## src/rtl/sdi_cap_pkg.sv

```systemverilog
package sdi_cap_pkg;
  localparam int WORD_W  = 10;
  localparam int LINE_W  = 11;
  localparam int N_WORDS = 4;
  localparam int PAY_W   = WORD_W * N_WORDS;

  typedef enum logic {
    WIN_IDLE = 1'b0,
    WIN_OPEN = 1'b1
  } win_state_e;
endpackage

```

## src/rtl/cap_ctrl.sv

```systemverilog
module cap_ctrl
  import sdi_cap_pkg::*;
(
  input  logic clk_i,
  input  logic rst_ni,
  input  logic ce_i,
  input  logic eav_i,
  input  logic sav_i,
  output logic cap_o,
  output logic chk_o,
  output logic open_o
);
  win_state_e state_q, state_d;

  assign cap_o  = ce_i & eav_i;
  assign open_o = (state_q == WIN_OPEN);
  // compare only on plain words inside the window
  assign chk_o  = ce_i & open_o & ~eav_i & ~sav_i;

  always_comb begin
    state_d = state_q;
    if (cap_o)                    state_d = WIN_OPEN;
    else if (ce_i && sav_i && open_o) state_d = WIN_IDLE;
  end

  always_ff @(posedge clk_i or negedge rst_ni) begin
    if (!rst_ni) state_q <= WIN_IDLE;
    else         state_q <= state_d;
  end

  AST_WIN_SET: assert property (@(posedge clk_i) disable iff (!rst_ni)
    (ce_i && eav_i) |=> open_o);
  AST_WIN_CLR: assert property (@(posedge clk_i) disable iff (!rst_ni)
    (ce_i && sav_i && !eav_i) |=> !open_o);
  AST_WIN_NO_STROBE: assert property (@(posedge clk_i) disable iff (!rst_ni)
    !ce_i |=> $stable(open_o));
endmodule

```

## src/rtl/cap_regs.sv

```systemverilog
module cap_regs #(
  parameter int WORD_W  = 10,
  parameter int LINE_W  = 11,
  parameter int N_WORDS = 4,
  localparam int PAY_W  = WORD_W * N_WORDS
) (
  input  logic              clk_i,
  input  logic              rst_ni,
  input  logic              cap_i,
  input  logic              line_en_i,
  input  logic [LINE_W-1:0] line_i,
  input  logic [PAY_W-1:0]  pay_i,
  output logic [LINE_W-1:0] line_q,
  output logic [PAY_W-1:0]  pay_q
);
  for (genvar k = 0; k < N_WORDS; k++) begin : g_word
    always_ff @(posedge clk_i or negedge rst_ni) begin
      if (!rst_ni)    pay_q[k*WORD_W +: WORD_W] <= '0;
      else if (cap_i) pay_q[k*WORD_W +: WORD_W] <= pay_i[k*WORD_W +: WORD_W];
    end
  end

  always_ff @(posedge clk_i or negedge rst_ni) begin
    if (!rst_ni)                  line_q <= '0;
    else if (cap_i && line_en_i)  line_q <= line_i;
  end

  AST_PAY_CAPTURE: assert property (@(posedge clk_i) disable iff (!rst_ni)
    cap_i |=> (pay_q == $past(pay_i)));
  AST_PAY_HOLD: assert property (@(posedge clk_i) disable iff (!rst_ni)
    !cap_i |=> $stable(pay_q));
  AST_LINE_GATE: assert property (@(posedge clk_i) disable iff (!rst_ni)
    !(cap_i && line_en_i) |=> $stable(line_q));
endmodule

```

## src/rtl/cap_mon.sv

```systemverilog
module cap_mon #(
  parameter int WORD_W  = 10,
  parameter int LINE_W  = 11,
  parameter int N_WORDS = 4,
  localparam int PAY_W  = WORD_W * N_WORDS
) (
  input  logic              clk_i,
  input  logic              rst_ni,
  input  logic              chk_i,
  input  logic              line_en_i,
  input  logic [LINE_W-1:0] line_i,
  input  logic [LINE_W-1:0] line_q,
  input  logic [PAY_W-1:0]  pay_i,
  input  logic [PAY_W-1:0]  pay_q,
  output logic              viol_o
);
  logic [N_WORDS-1:0] word_diff;
  logic               line_diff;
  logic               viol_q;

  for (genvar k = 0; k < N_WORDS; k++) begin : g_cmp
    assign word_diff[k] = (pay_i[k*WORD_W +: WORD_W] != pay_q[k*WORD_W +: WORD_W]);
  end
  assign line_diff = line_en_i & (line_i != line_q);

  always_ff @(posedge clk_i or negedge rst_ni) begin
    if (!rst_ni)                                  viol_q <= 1'b0;
    else if (chk_i && (|word_diff || line_diff))  viol_q <= 1'b1;
  end
  assign viol_o = viol_q;

  AST_VIOL_STICKY: assert property (@(posedge clk_i) disable iff (!rst_ni)
    viol_q |=> viol_q);
  AST_VIOL_CAUSE: assert property (@(posedge clk_i) disable iff (!rst_ni)
    !chk_i |=> $stable(viol_q));
endmodule

```

## src/rtl/sdi_id_capture.sv

```systemverilog
module sdi_id_capture
  import sdi_cap_pkg::*;
(
  input  logic              clk_i,
  input  logic              rst_ni,
  input  logic              ce_i,
  input  logic              eav_i,
  input  logic              sav_i,
  input  logic              ins_en_i,
  input  logic [LINE_W-1:0] line_i,
  input  logic [PAY_W-1:0]  pay_i,
  output logic [LINE_W-1:0] line_o,
  output logic [PAY_W-1:0]  pay_o,
  output logic              win_o,
  output logic              viol_o
);
  logic cap, chk;

  cap_ctrl u_ctrl (
    .clk_i, .rst_ni, .ce_i, .eav_i, .sav_i,
    .cap_o(cap), .chk_o(chk), .open_o(win_o)
  );

  cap_regs #(.WORD_W(WORD_W), .LINE_W(LINE_W), .N_WORDS(N_WORDS)) u_regs (
    .clk_i, .rst_ni, .cap_i(cap), .line_en_i(ins_en_i),
    .line_i, .pay_i, .line_q(line_o), .pay_q(pay_o)
  );

  cap_mon #(.WORD_W(WORD_W), .LINE_W(LINE_W), .N_WORDS(N_WORDS)) u_mon (
    .clk_i, .rst_ni, .chk_i(chk), .line_en_i(ins_en_i),
    .line_i, .line_q(line_o), .pay_i, .pay_q(pay_o), .viol_o
  );

  AST_RESET_CLEAR: assert property (@(posedge clk_i)
    $rose(rst_ni) |-> (!win_o && !viol_o));
endmodule

```

## config.mk

```make
export PLATFORM = sky130hd
export DESIGN_NAME = sdi_id_capture
export DESIGN_NICKNAME = d
export VERILOG_FILES = /design/src/rtl/sdi_cap_pkg.sv /design/src/rtl/cap_ctrl.sv /design/src/rtl/cap_regs.sv /design/src/rtl/cap_mon.sv /design/src/rtl/sdi_id_capture.sv
export SDC_FILE = /design/constraint.sdc
export NUM_CORES = 1
export LEC_CHECK = 0
export BUFFER_PORTS_ARGS = -buffer_cell sky130_fd_sc_hd__buf_2
export CAP_MARGIN = 20
export CORE_UTILIZATION = 40
export DETAILED_ROUTE_END_ITERATION = 12
export PLACE_DENSITY = 0.73
export SLEW_MARGIN = 20
export SYNTH_ARGS = -nofsm -noshare
export SYNTH_HDL_FRONTEND = slang
export SYNTH_HIERARCHICAL = 1
export SYNTH_SLANG_ARGS = --single-unit
export TNS_END_PERCENT = 1
```

## constraint.sdc

```tcl
create_clock -name clk_i -period 1.35 [get_ports clk_i]
set_input_delay 0.27 -clock clk_i [delete_from_list [all_inputs] [get_ports clk_i]]
set_output_delay 0.27 -clock clk_i [all_outputs]
set_load 0.005 [all_outputs]
```

==> flow_summary.rst <==
.. list-table::
   :header-rows: 1

   * - Metric
     - Value
   * - Run status
     - finished, violations left
   * - Violations in the final reports
     - setup timing
   * - Post-Synthesis Cells
     - 187
   * - Crit path kind
     - flip-flop to flip-flop
   * - Clock latency of the later-clocked register in the worst-skew pair
     - 0.30 ns
   * - Number of setup buffers added after CTS
     - 0
   * - Die outline width
     - 82.7 µm
   * - Largest net degree at the start of global routing
     - 54
   * - Number of synthesis warnings
     - 6
   * - Number of inserted filler cells in the final layout
     - 574
   * - Detail-routed net length per standard cell
     - between 10 and 15 µm
   * - Vertical die dimension
     - a little over 80 µm
   * - Boundary pin count
     - 110
   * - TritonCTS sink count
     - 53
   * - HPWL after detailed placement
     - 4.07 mm
   * - Top cell type by total area after synthesis
     - dfrtp_1
   * - Area of the core
     - 6310 µm²
   * - Count leader, synth
     - dfrtp_1
   * - Async set-or-reset flop fraction in the synthesized netlist
     - 100%
   * - Remaining max-slew budget at the tightest pin
     - 79.3%
   * - Initial drt markers
     - 33
   * - Ys flop type
     - dfrtp_1
   * - Vias/cell
     - between 4 and 5
   * - Startpoint of the most critical register-to-register path
     - u_regs/pay_q[8]
   * - Clock period minus worst slack
     - 1.43 ns
   * - Number of register bits inferred by synthesis
     - between 50 and 60
   * - Routed length on met2
     - 2.72 mm
   * - Largest clock skew in the final design
     - between 0.003 and 0.004 ns
   * - Post-Synthesis Cell Area
     - about 2600 µm²
   * - Setup crit start
     - u_regs/pay_q[8]
   * - CP Capture Point
     - u_mon/viol_o
   * - Share of the cycle needed by the critical path after routing
     - 106%
   * - Total wirelength of the detailed-routed design
     - around 5.5 mm
   * - Flip-flop and latch area
     - ~1300 µm²
   * - Area of combinational cells with multiple inputs
     - 1260 µm²
   * - Count of H-tree levels built during CTS
     - 2
   * - Proportion of layout cells with a drive suffix above 1
     - 59.0%
   * - Count of cells along the worst register-to-register path
     - 5
   * - Post-route cell area
     - approximately 3400 µm²
   * - Grt ovf
     - 0
   * - Net Count, Synth
     - ~240
   * - Die outline area
     - between 6000 and 7000 µm²
   * - Actual slew at the worst max-slew pin
     - 0.308 ns
   * - Cell types with the largest area share after synthesis
     - dfrtp_1, mux2_2, xnor2_1, mux2_4, xor2_1
   * - Power density relative to cell area
     - ~1200 nW/µm²
   * - Max-cap violation count
     - 0
   * - TritonCTS Buffers
     - 5
   * - Number of enable-type register cells in the synthesized netlist
     - 0
   * - Crit path arrival time
     - roughly 1.6 ns
   * - Cell Rows
     - 29
   * - LEAKAGE
     - 1.59 nW
   * - Cell area after placement
     - 3270 µm²
   * - Highest metal used
     - met4
   * - Effective utilization at floorplan
     - 41.3%
   * - Input/output buffers
     - roughly 110
   * - Final Max Tran Viols
     - 0
   * - Vias in the first global route
     - around 1700
   * - Peak supply drop
     - about 0.56 mV
   * - Share of the synthesized area in the top cell type
     - 50.9%
   * - RR Endpoint
     - u_mon/viol_o
   * - Routed Antenna Nets
     - 0
   * - Least setup slack across all paths after layout
     - -0.0754 ns
   * - Crit path max fanout
     - 3
   * - Setup repair after global routing missed its margin
     - yes
   * - Min-Delay Path Class
     - primary input to flip-flop
   * - Met1 wire length
     - about 2.4 mm
   * - Proportion of synthesized chip area in sequential cells
     - 50.9%
   * - # DRC
     - 0
   * - Antenna diodes
     - 0
   * - Most common library cells after synthesis
     - dfrtp_1, mux2_2, xnor2_1
   * - Register clock-pin slew on the reported worst setup and hold paths
     - roughly 0.090 ns
   * - Type of destination of the critical path
     - flip-flop
   * - Detailed route wirelength on metal3
     - 315 µm
   * - Clock tree from TritonCTS
     - built
   * - Global router's overall resource usage
     - ~16%
   * - Final Hold Fails
     - 0
   * - CTS Buffer Depth
     - 2
   * - Number of antenna violations at the first check in global routing
     - 0
   * - Critical path data required time
     - about 1.5 ns
   * - Gp weighted congestion
     - 0.675
   * - Clock root buffer master
     - clkbuf_8
   * - Via count of the routed design
     - 1847
   * - Flop-to-flop setup slack
     - -0.08 ns
   * - Total Power
     - 4.07 mW
   * - CP Launch Type
     - flip-flop
   * - Layout Nets
     - 362
   * - Upper clock frequency limit
     - 702 MHz
   * - Global-route wire length before repair
     - 7.93 mm
   * - Syn Area/Cell
     - about 14 µm²
   * - Distinct cell type count of the synthesized netlist
     - 19
   * - Layout overhead on the synthesized area
     - 30.6%
   * - Number of detailed-routing iterations run before antenna repair
     - 4
   * - Final-report setup violation count
     - 1
==> cells in the final DEF, fill, tap and decap left out, drive strengths merged, types with 2 or more instances in the layout <==
cell type / synthesis / routed
buf: 6 / 116
clkbuf: 0 / 7
dfrtp: 53 / 53
mux2: 51 / 51
nand2: 3 / 3
nand3: 2 / 2
nand4: 8 / 8
nor2: 2 / 2
nor3: 2 / 2
nor4: 4 / 4
xnor2: 38 / 38
xor2: 13 / 13
==> area by class of cell <==
class	count	area share (%)
repair buffers	117	18.6
flip-flops and latches	53	38.9
clock buffers	7	2.53
multi-input cells	128	37.1
well taps	77	2.83
==> report_power, final <==
| part | leakage (nW) | switching [mW] | internal (mW) |
|---|---|---|---|
| combinational | 0.929 | 0.429 | 0.681 |
| clock | 0.0443 | 0.499 | 0.409 |
| sequential | 0.620 | 0.222 | 1.83 |
==> sequential cells by signal, indices dropped and copies added, names as in the netlist <==
name and flops:
u_ctrl/open_o 1, u_regs/line_q 11, u_mon/viol_o 1, u_regs/pay_q 40
==> metal layers <==
layer  vias to the layer above  global-route usage (%)
met1                       890                    19.7
met2                        64                    26.8
met3                         5                    3.63
met4                         0                    4.66
met5                         -                       0
li1                        888                       -
==> worst min-delay path by stage <==
stage	startpoint	end	depth (start not counted)
2_1_floorplan	rst_ni	u_ctrl/open_o	0
6_report	line_i[4]	u_regs/line_q[4]	2
3_3_place_gp	rst_ni	u_regs/pay_q[12]	2
5_1_grt	pay_i[16]	u_regs/pay_q[16]	2
4_1_cts	line_i[2]	u_regs/line_q[2]	2
3_5_place_dp	rst_ni	u_regs/pay_q[13]	2
==> critical path, stage by stage (launching register included) <==
cell	delay, ns
dfrtp_1	0.40
xnor2_1	0.16
nand4_1	0.21
nor4_4	0.31
buf_4	0.15
a41oi_2	0.07
==> timing repair <==
item                       4_1_cts  5_1_grt
pin swaps                        4        5
gates resized for setup          3        3
hold endpoints to repair        53        0
hold buffers                     1        0
setup endpoints to repair        1        1
gates cloned                     0        0
==> cells by family (layout without fill, tap and decap cells) <==
group | count (synthesis) | after routing | synth area share [%]
DFF | 53 | 53 | 50.9
xor gates and xnor gates | 51 | 51 | 17.1
muxes | 51 | 51 | 23.5
and+or+nand+nor | 23 | 23 | 5.33
buffers and inverters | 6 | 124 | 2.30
AOI/OAI and AO/OA | 3 | 3 | 0.912
==> stage by stage <==
stage	setup TNS, ns	util [%]	hold WS, ns	setup slack (ns)	std cells
CTS	-0.111	53.6	0.207	-0.111	382
detailed placement	-0.187	51.7	0.288	-0.187	374
global route	-0.209	53.9	0.212	-0.209	382
finish	-0.0754	53.9	0.221	-0.0754	382
floorplan	0	-	-0.0256	0.156	187
global placement	-0.190	51.7	0.291	-0.190	374
Note: power is estimated with default switching activity, not from simulation.
